## src/rtl/seq_pkg.sv

```systemverilog
// Shared types and fixed encodings of the sequencer.
// Assumes a 14-bit instruction word with the opcode in the upper bits.
package seq_pkg;
    localparam int INSTR_W = 14;
    localparam int LIT_W   = 8;

    localparam logic [INSTR_W-1:0] ENC_RET     = 14'h0008;
    localparam logic [INSTR_W-1:0] ENC_RETI    = 14'h0009;
    localparam logic [INSTR_W-1:0] ENC_STANDBY = 14'h0063;
    localparam logic [INSTR_W-1:0] ENC_WDTCLR  = 14'h0064;

    typedef enum logic [3:0] {
        OP_PLAIN,
        OP_CALL,
        OP_JUMP,
        OP_RET,
        OP_RETI,
        OP_RETLIT,
        OP_SKIP_CLR,
        OP_SKIP_SET,
        OP_SKIP_ZERO,
        OP_STANDBY,
        OP_WDTCLR
    } op_e;
endpackage

```

## src/rtl/seq_decode.sv

```systemverilog
// Sorts an instruction word into the classes the sequencer acts on.
// Assumes everything it does not recognise is datapath work (OP_PLAIN).
module seq_decode
    import seq_pkg::*;
(
    input  logic [INSTR_W-1:0] instr,
    output op_e                op
);
    // Classify the word; exact matches first, then opcode fields.
    always_comb begin
        op = OP_PLAIN;
        if (instr == ENC_RET)                   op = OP_RET;
        else if (instr == ENC_RETI)             op = OP_RETI;
        else if (instr == ENC_STANDBY)          op = OP_STANDBY;
        else if (instr == ENC_WDTCLR)           op = OP_WDTCLR;
        else if (instr[13:11] == 3'b100)        op = OP_CALL;
        else if (instr[13:11] == 3'b101)        op = OP_JUMP;
        else if (instr[13:10] == 4'b1101)       op = OP_RETLIT;
        else if (instr[13:10] == 4'b0110)       op = OP_SKIP_CLR;
        else if (instr[13:10] == 4'b0111)       op = OP_SKIP_SET;
        else if (instr[13:8] == 6'b001011 ||
                 instr[13:8] == 6'b001111)      op = OP_SKIP_ZERO;
    end
endmodule

```

## src/rtl/seq_ret_stack.sv

```systemverilog
// Circular return-address stack. A push past DEPTH overwrites the oldest
// entry; a pop below empty wraps as well. Assumes push and pop never coincide.
module seq_ret_stack #(
    parameter int W     = 11,
    parameter int DEPTH = 8
) (
    input  logic         clk,
    input  logic         rst_n,
    input  logic         push,
    input  logic         pop,
    input  logic [W-1:0] push_data,
    output logic [W-1:0] top
);
    localparam int PW = (DEPTH > 1) ? $clog2(DEPTH) : 1;

    logic [W-1:0]  mem [DEPTH];
    logic [PW-1:0] sp;

    // Pointer update: up on push, down on pop, wrapping at DEPTH.
    always_ff @(posedge clk) begin
        if (!rst_n)    sp <= '0;
        else if (push) sp <= (int'(sp) == DEPTH-1) ? '0 : sp + 1'b1;
        else if (pop)  sp <= (sp == '0) ? PW'(DEPTH-1) : sp - 1'b1;
    end

    // Entry write at the pointer on push.
    always_ff @(posedge clk) begin
        if (push) mem[sp] <= push_data;
    end

    // Most recent entry sits just below the pointer.
    always_comb top = mem[(sp == '0) ? PW'(DEPTH-1) : sp - 1'b1];


    push_top_chk: assert property (@(posedge clk) disable iff (!rst_n)
        push |=> top == $past(push_data));
endmodule

```

## src/rtl/seq_power.sv

```systemverilog
// Standby and status-flag state. Standby sets power-down, clears time-out
// and halts until wake; watchdog clear sets both flags.
// Assumes the strobes come only from executed (non-flushed) instructions.
module seq_power (
    input  logic clk,
    input  logic rst_n,
    input  logic do_standby,
    input  logic do_wdtclr,
    input  logic wake,
    output logic asleep,
    output logic to_flag,
    output logic pd_flag
);
    // Halt state: entered by standby, left on wake.
    always_ff @(posedge clk) begin
        if (!rst_n)      asleep <= 1'b0;
        else if (asleep) asleep <= !wake;
        else             asleep <= do_standby;
    end

    // Status flags.
    always_ff @(posedge clk) begin
        if (!rst_n) begin
            to_flag <= 1'b0;
            pd_flag <= 1'b0;
        end else if (do_standby) begin
            to_flag <= 1'b0;
            pd_flag <= 1'b1;
        end else if (do_wdtclr) begin
            to_flag <= 1'b1;
            pd_flag <= 1'b1;
        end
    end


    sleep_flags_chk: assert property (@(posedge clk) disable iff (!rst_n)
        do_standby |=> (pd_flag && !to_flag && asleep));
endmodule

```

## src/rtl/pc_sequencer.sv

```systemverilog
// Program counter and control sequencer. Picks the next fetch address,
// turns the cycle after any branch or taken skip into a discarded slot,
// keeps the return stack and raises the control strobes.
// Assumes instr is the word at pc in the same cycle.
module pc_sequencer
    import seq_pkg::*;
#(
    parameter int ADDR_W      = 11,
    parameter int STACK_DEPTH = 8
) (
    input  logic               clk,
    input  logic               rst_n,
    input  logic [INSTR_W-1:0] instr,
    input  logic               skip_req,
    input  logic               bit_val,
    input  logic               wake,
    output logic [ADDR_W-1:0]  pc,
    output logic               flush,
    output logic               w_load,
    output logic [LIT_W-1:0]   w_lit,
    output logic               gie_set,
    output logic               sleep_pulse,
    output logic               wdt_clr,
    output logic               to_flag,
    output logic               pd_flag
);
    op_e               op;
    logic [ADDR_W-1:0] pc_q, pc_d, pc_inc, stack_top;
    logic              flush_q, hold_q;
    logic              asleep, exec, is_pop, branch, skip;

    seq_decode u_dec (.instr(instr), .op(op));

    seq_ret_stack #(.W(ADDR_W), .DEPTH(STACK_DEPTH)) u_stack (
        .clk(clk), .rst_n(rst_n),
        .push(exec && op == OP_CALL), .pop(exec && is_pop),
        .push_data(pc_inc), .top(stack_top));

    seq_power u_pwr (
        .clk(clk), .rst_n(rst_n),
        .do_standby(sleep_pulse), .do_wdtclr(wdt_clr), .wake(wake),
        .asleep(asleep), .to_flag(to_flag), .pd_flag(pd_flag));

    // Execution qualifiers and branch / skip decisions.
    always_comb begin
        pc_inc = pc_q + 1'b1;
        exec   = !flush_q && !asleep;
        is_pop = (op == OP_RET) || (op == OP_RETI) || (op == OP_RETLIT);
        branch = exec && ((op == OP_CALL) || (op == OP_JUMP) || is_pop);
        skip   = exec && (((op == OP_SKIP_CLR)  && !bit_val) ||
                          ((op == OP_SKIP_SET)  &&  bit_val) ||
                          ((op == OP_SKIP_ZERO) &&  skip_req));
    end

    // Next address selection.
    always_comb begin
        if (asleep)                                  pc_d = pc_q;
        else if (flush_q)                            pc_d = hold_q ? pc_q : pc_inc;
        else if (op == OP_CALL || op == OP_JUMP)     pc_d = instr[ADDR_W-1:0];
        else if (is_pop)                             pc_d = stack_top;
        else                                         pc_d = pc_inc;
    end

    // Address and flush-slot registers.
    always_ff @(posedge clk) begin
        if (!rst_n) begin
            pc_q    <= '0;
            flush_q <= 1'b0;
            hold_q  <= 1'b0;
        end else begin
            pc_q    <= pc_d;
            flush_q <= branch || skip;
            hold_q  <= branch;
        end
    end

    // Output strobes, only for executed words.
    always_comb begin
        pc          = pc_q;
        flush       = flush_q;
        w_lit       = instr[LIT_W-1:0];
        w_load      = exec && (op == OP_RETLIT);
        gie_set     = exec && (op == OP_RETI);
        sleep_pulse = exec && (op == OP_STANDBY);
        wdt_clr     = exec && (op == OP_WDTCLR);
    end


    jump_target_chk: assert property (@(posedge clk) disable iff (!rst_n)
        (exec && op == OP_JUMP) |=> (pc == $past(instr[ADDR_W-1:0]) && flush));

    single_slot_chk: assert property (@(posedge clk) disable iff (!rst_n)
        flush |=> !flush);

    sleep_hold_chk: assert property (@(posedge clk) disable iff (!rst_n)
        (asleep && !wake) |=> $stable(pc));

    strobe_excl_chk: assert property (@(posedge clk) disable iff (!rst_n)
        $onehot0({w_load, gie_set, sleep_pulse, wdt_clr}));

    flush_quiet_chk: assert property (@(posedge clk) disable iff (!rst_n)
        flush |-> !(w_load || gie_set || sleep_pulse || wdt_clr));
endmodule

```

## config.mk

```make
export PLATFORM = sky130hd
export DESIGN_NAME = pc_sequencer
export DESIGN_NICKNAME = d
export VERILOG_FILES = /design/src/rtl/seq_pkg.sv /design/src/rtl/seq_decode.sv /design/src/rtl/seq_ret_stack.sv /design/src/rtl/seq_power.sv /design/src/rtl/pc_sequencer.sv
export SDC_FILE = /design/constraint.sdc
export NUM_CORES = 1
export LEC_CHECK = 0
export ABC_AREA = 1
export BUFFER_PORTS_ARGS = -buffer_cell sky130_fd_sc_hd__buf_2
export CORE_AREA = 8 8 108 110
export CTS_BUF_LIST = sky130_fd_sc_hd__clkbuf_16
export DETAILED_ROUTE_END_ITERATION = 8
export DIE_AREA = 0 0 116 118
export PLACE_DENSITY_LB_ADDON = 0.05
export SLEW_MARGIN = 20
export SYNTH_ARGS = -nofsm -noshare
export SYNTH_HDL_FRONTEND = slang
export SYNTH_SLANG_ARGS = --single-unit
```

## constraint.sdc

```tcl
create_clock -name clk -period 2.44 [get_ports clk]
set_input_delay 0.244 -clock clk [delete_from_list [all_inputs] [get_ports clk]]
set_output_delay 0.244 -clock clk [all_outputs]
set_load 0.02 [all_outputs]
```

==> results.toml, run 1 <==
[route]
antenna_left = 0
drt_iter0_drc = 340
vias_per_cell = 5.563
vias = 4289
dr.pass1.iters = 5
wl_mm = 14.00
drc = 0
wire_per_inst_um = 18.16

[floorplan]
die_w_um = 116
pin_count = 45
core_area_sq_um = 10000
rows = 37
dieArea_sq_um = 13690
start_util = 0.5353
fp.dieH_um = 118

[pwr]
p_leak_nw = 2.528
cellInternalPower_w = 0.003076
seqPwrFrac = 0.493
p_clk_frac = 0.340
total_power_w = 0.004264
ir_drop_mv = 0.4510
share_comb_of_total_power = 0.167
p_sw_w = 0.001187
power_density_nw_per_um2 = 703.3
swShare = 0.2785

[timing]
timing.fmax_mhz = 463.5
hold_viol = 0
worst_pin_slew_ns = 0.8533
period_minus_slack_ns = 2.157
finalCritPeriodShare = 0.8842
clock_skew_ns = 0.006690
rsz0062_at_grt = "false"
slew_headroom = 0.4271
slew_violations = 0
tns_ns = 0
setup-violations-final = 0

[worst_setup_path]
crit_path_start_kind = "flip-flop"
r2r-end = "pc[4]"
rrSetupSlack_ns = 0.28
worstSetupPathType = "reg2reg"
regToRegStartpoint = "u_stack.sp[1]"
crit_required_ns = 2.72
r2r_cells = 14
cp_max_fo = 26
cp.arrival_ns = 2.44
worstSetupEndpointType = "flip-flop"

[clock_network]
cts_hold_buffers = 0
cts_tree = "built"
clkSinkCount = 107
clock-root-buffer = "clkbuf_16"
clk_latency_ns = 0.35
cts_resized = 0
clk_pin_slew_ns = 0.07
clk_path_buf_depth = 2
numCtsBuffers = 9
htreeDepth = 3
postCtsSetupBuffers = 0

[final_layout]
nFillCells = 904
diodes = 0
area_delta_synth_final_pct = 13.25
drive_gt1_frac = 0.2047
ff_latch_area_sq_um = 3023
multi_input_area_sq_um = 1937
fin_area_sq_um = 6062
finalNonFillerCells = 771
final_common_cell = "nand2_1"
layout.nets = 654
final_cell_mix = "nand2_1, nand3_1, edfxtp_1"
utilization = 0.6062

[hold_path]
hold_start = "wake"
holdPathEnd = "u_pwr.asleep"
min_path_cells = 4
min_path_type = "in2reg"

[synth]
postSynthNetCount = 603
synth_cells = 579
yosys_warnings = 0
netlist_area_sq_um = 5353
ys_types = 37
synth_compound_area_frac = 0.05493
postSynthAreaPerCell_sq_um = 9.245
synth_xor_area_frac = 0.008181
synthSimpleGateAreaFrac = 0.2833
synth_top_family_by_area = "simple AND/OR/NAND/NOR gates"
yosysSeqAreaShare = 0.5647
synth-adder-area-share = 0.01169
muxShareOfSynthArea = 0
ys_seq_elements = 107

[placement]
place_hpwl_mm = 9.916
dp_cells = 755
gp_congestion = 0.8264
post_dp_cell_area_sq_um = 5768
portBuffers = 44

[global_route]
grt_max_degree = 29
grtUsageTotal = 0.2131
grt_remaining_overflow = 0
antenna_found_initial = 0
first_global_vias = 4223
grt_pass1_wl_mm = 22.15

[outcome]
status = "completed"

[job]
drv_cap = 0
==> registers in the layout, summed over array words and instances (netlist names) <==
register       flops
u_stack.sp         3
u_pwr.asleep       1
u_stack.mem       88
flush              1
u_pwr.pd_flag      1
pc                11
hold_q             1
u_pwr.to_flag      1
==> critical path, cell delays in order (launching register included) <==
cell	delay (ns)
dfxtp_1	0.32
inv_1	0.23
ha_1	0.22
ha_1	0.16
inv_2	0.05
nand2_4	0.06
buf_4	0.29
nand2_1	0.11
nand3_1	0.09
nand3_1	0.09
nand3_1	0.11
nand3_1	0.09
nand2_1	0.08
nand2_1	0.06
a21oi_2	0.11
==> power by group through the flow <==
stage / Sequential (W) / Combinational [W] / Clock [W]
after floorplan: 0.00216 / 0.000447 / 0
after global placement: 0.00214 / 0.000696 / 0
after detailed placement: 0.00214 / 0.000707 / 0
after CTS: 0.00210 / 0.000710 / 0.00146
after global routing: 0.00211 / 0.000787 / 0.00154
final: 0.00210 / 0.000714 / 0.00145
==> cell families after synthesis <==
family	count (synthesis)
flip-flops	107
XOR/XNOR	5
AND/OR/NAND/NOR	330
adder cells (fa/ha/maj)	5
AO/OA/AOI/OAI	48
buffers and inverters	84
==> cell usage after synthesis <==
| cell | instances | share of area |
|---|---|---|
| o21ai_0 | 11 | 0.010 |
| dfxtp_1 | 19 | 0.071 |
| o21ai_1 | 2 | 0.0019 |
| o22ai_1 | 1 | 0.0012 |
| a31oi_1 | 1 | 0.0012 |
| a21oi_2 | 11 | 0.018 |
| clkinv_1 | 1 | 0.00070 |
| inv_1 | 43 | 0.030 |
| buf_1 | 3 | 0.0021 |
| nor2_1 | 22 | 0.015 |
| nor4_1 | 1 | 0.0012 |
| xnor2_1 | 1 | 0.0016 |
| nand3_1 | 118 | 0.11 |
| inv_2 | 8 | 0.0056 |
| buf_2 | 6 | 0.0056 |
| nor2_2 | 4 | 0.0047 |
| nand2_1 | 153 | 0.11 |
| nand3_2 | 1 | 0.0019 |
| ha_1 | 5 | 0.012 |
| clkbuf_1 | 5 | 0.0035 |
| edfxtp_1 | 88 | 0.49 |
| or2_2 | 1 | 0.0012 |
| o21a_1 | 1 | 0.0014 |
| o211ai_1 | 2 | 0.0028 |
| nand4_1 | 6 | 0.0070 |
| xor2_1 | 4 | 0.0065 |
| nor3_1 | 5 | 0.0047 |
| nor3_2 | 3 | 0.0056 |
| nor2_4 | 4 | 0.0084 |
| buf_4 | 12 | 0.017 |
| nand2_4 | 1 | 0.0021 |
| nand2_2 | 7 | 0.0082 |
| nand3b_1 | 3 | 0.0042 |
| buf_6 | 6 | 0.013 |
| a211oi_1 | 1 | 0.0014 |
| a21oi_1 | 18 | 0.017 |
| and3_1 | 1 | 0.0012 |
==> cell type report <==
| type | instances | area share |
|---|---|---|
| clock buffer | 9 | 0.03715 |
| clock inverter | 7 | 0.01135 |
| inverter | 52 | 0.03220 |
| multi-input combinational | 388 | 0.3195 |
| sequential | 107 | 0.4987 |
| tap | 136 | 0.02807 |
| timing repair buffer | 72 | 0.07307 |
==> through the flow <==
step | setup WS, ns | hold slack, ns
6_report | 0.2825 | 0.1511
2_1_floorplan | 0.1289 | 0.3681
3_5_place_dp | 0.3226 | 0.4338
3_3_place_gp | 0.3758 | 0.4296
5_1_grt | 0.04035 | 0.1669
4_1_cts | 0.2797 | 0.1538
==> worst max path at each step <==
stage               slack [ns]                 to  depth (start not counted)     startpoint
global placement          0.38              pc[5]                         11  u_stack.sp[1]
detailed placement        0.32              pc[6]                         14  u_stack.sp[1]
floorplan                 0.13  u_stack.mem[3][0]                          6          flush
CTS                       0.28              pc[4]                          9          pc[1]
global route              0.04              pc[4]                          9          pc[1]
finish                    0.28              pc[4]                         14  u_stack.sp[1]
==> layer usage <==
metal  share of wire  GRT usage  vias to the layer above
li1                -          -                     2062
met2            0.49     0.3463                      151
met4           0.020    0.08191                        0
met3           0.068    0.02463                       20
met5               0          0                        -
met1            0.42     0.2823                     2056
(Power assumes the default switching activity.)
==> run 2, diff against run 1 <==
--- a/config.mk
+++ b/config.mk
@@ -12,6 +12,7 @@
 export DETAILED_ROUTE_END_ITERATION = 8
 export DIE_AREA = 0 0 116 118
 export PLACE_DENSITY_LB_ADDON = 0.05
+export SETUP_SLACK_MARGIN = 0.4
 export SLEW_MARGIN = 20
 export SYNTH_ARGS = -nofsm -noshare
 export SYNTH_HDL_FRONTEND = slang
==> constraint.sdc (replaced) <==
create_clock -name clk -period 2.2 [get_ports clk]
set_input_delay 0.22 -clock clk [delete_from_list [all_inputs] [get_ports clk]]
set_output_delay 0.22 -clock clk [all_outputs]
set_load 0.02 [all_outputs]
==> run 2 against run 1 <==
Hold slack lost 0.041 ns. Non-clock buffer count is 23 higher. Critical path depth did not move. Clock power rose by 12%. Clock-buffer cell count unchanged.
==> results.toml, run 2 (same netlist as run 1, synthesis figures left out) <==
[clock_network]
clk_latency_ns = 0.35
clkSinkCount = 107
clk_path_buf_depth = 2
cts_hold_buffers = 0
cts_tree = "built"
clock-root-buffer = "clkbuf_16"
clk_pin_slew_ns = 0.07
numCtsBuffers = 9
htreeDepth = 3

[timing]
period_minus_slack_ns = 1.882
rsz0062_at_grt = "true"
worst_pin_slew_ns = 0.6666
finalCritPeriodShare = 0.8555
tns_ns = 0
slew_violations = 0
timing.fmax_mhz = 531.3
setup-violations-final = 0
clock_skew_ns = 0.008859
slew_headroom = 0.5551
hold_viol = 0

[worst_setup_path]
worstSetupEndpointType = "flip-flop"
cp.arrival_ns = 2.10
worstSetupPathType = "reg2reg"
crit_path_start_kind = "flip-flop"
path_buf_inv = 3
cp_max_fo = 6
cp_slowest_cell = "dfxtp_2"
cpMostUsedCell = "nand2_1"
critPathMaxStageDelay_ns = 0.35
crit_required_ns = 2.42
crit_family = "simple AND/OR/NAND/NOR gates"
path_cells = "inv_2 -> ha_4 -> ha_4 -> clkinv_8 -> nand2_8 -> clkbuf_16 -> nand2_1 -> nand3_1 -> nand3_1 -> nand3_2 -> nand3_2 -> nand2_1 -> nand2_1 -> a21oi_2"

[job]
drv_cap = 0

[hold_path]
min_path_type = "in2reg"

[global_route]
grt_max_degree = 29
antenna_found_initial = 0
grtUsageTotal = 0.2158
grt_remaining_overflow = 0
grt_pass1_wl_mm = 22.16
first_global_vias = 4125

[placement]
portBuffers = 44
dp_cells = 762
gp_congestion = 0.8630
place_hpwl_mm = 9.768

[route]
wire_per_inst_um = 19.08
antenna_left = 0
vias = 4490
drc = 0
drt_iter0_drc = 424
vias_per_cell = 5.648
wl_mm = 15.17
dr.pass1.iters = 6

[final_layout]
layout.nets = 678
diodes = 0
finalNonFillerCells = 795
area_delta_synth_final_pct = 25.67
drive_gt1_frac = 0.3141
largest_reg_flops = 88
final_cell_mix = "nand2_1, nand3_1, edfxtp_1"
final_common_cell = "nand2_1"
top_register = "u_stack.mem"

[pwr]
power_density_nw_per_um2 = 741.4
ir_drop_mv = 0.5697
p_leak_nw = 2.799

[floorplan]
fp.dieH_um = 118
rows = 37
dieArea_sq_um = 13690
core_area_sq_um = 10000
start_util = 0.5353
pin_count = 45
die_w_um = 116

[outcome]
status = "completed"
-- run 2: cell types whose count changed in the layout (fill, tap and decap cells not counted), moves of 6 or more --
| cell | delta |
|---|---|
| buf_4 | +10 |
| inv_1 | -6 |
| nand2_1 | -12 |
| nand2_2 | +9 |
| nand3_1 | -25 |
| nand3_2 | +25 |
-- run 2: final timing paths --
check             cells past startpoint           from       endpoint  slack, ns
setup / recovery                     14  u_stack.sp[0]         pc[10]       0.32
hold / removal                        4           wake   u_pwr.asleep       0.11
setup reg to reg                     14  u_stack.sp[0]         pc[10]       0.32
hold reg to reg                       2  u_pwr.to_flag  u_pwr.to_flag       0.45
-- run 2: area by class of cell --
class	count	area, sq um
Multi-Input combinational cell	389	2201
Clock inverter	7	77.57
Tap cell	136	170.2
Timing Repair Buffer	95	803.3
Sequential cell	107	3025
Inverter	52	224.0
Fill cell	805	3273
Clock buffer	9	225.2
-- run 2: per-layer routing --
layer,up-vias,wire length [um],share of wire,track usage
met3,29,1072,0.071,0.03079
met1,2162,6228,0.41,0.2824
met5,-,0,0,0
li1,2123,-,-,-
met2,176,7550,0.50,0.3529
met4,0,315,0.021,0.07786
-- run 2: tightest hold or removal path, stage by stage --
cell and delay (ns):
buf_2 0.07, inv_1 0.03, nand2_1 0.04, a21oi_1 0.05
-- run 2: power breakdown --
part	internal (W)	leakage (nW)	switching, W	total [W]
registers	0.00228	0.962	0.0000466	0.00233
logic	0.000375	1.69	0.000649	0.00102
clock network	0.000891	0.146	0.000743	0.00163
total	0.00355	2.80	0.00144	0.00499
-- run 2: repair_timing --
item / 4_1_cts / 5_1_grt
resized for setup: 36 / 43
setup buffers: 6 / 4
cloned: 2 / 5
endpoints found under the setup margin: 17 / 46
pin swaps: 13 / 22
-- run 2: per-stage QoR --
step                      utilization  hold WS (ns)  worst slack [ns]  total power (W)  cell area [sq um]
after floorplan                     -        0.3441            0.2272         0.002913               5426
after global placement         0.5872        0.4319            0.2637         0.003199               5872
after detailed placement       0.5872        0.4393            0.2053         0.003213               5872
after CTS                      0.6414        0.1037            0.3647         0.004894               6414
after global routing           0.6727        0.1143            0.2177         0.005171               6726
final                          0.6727        0.1103            0.3180         0.004987               6726
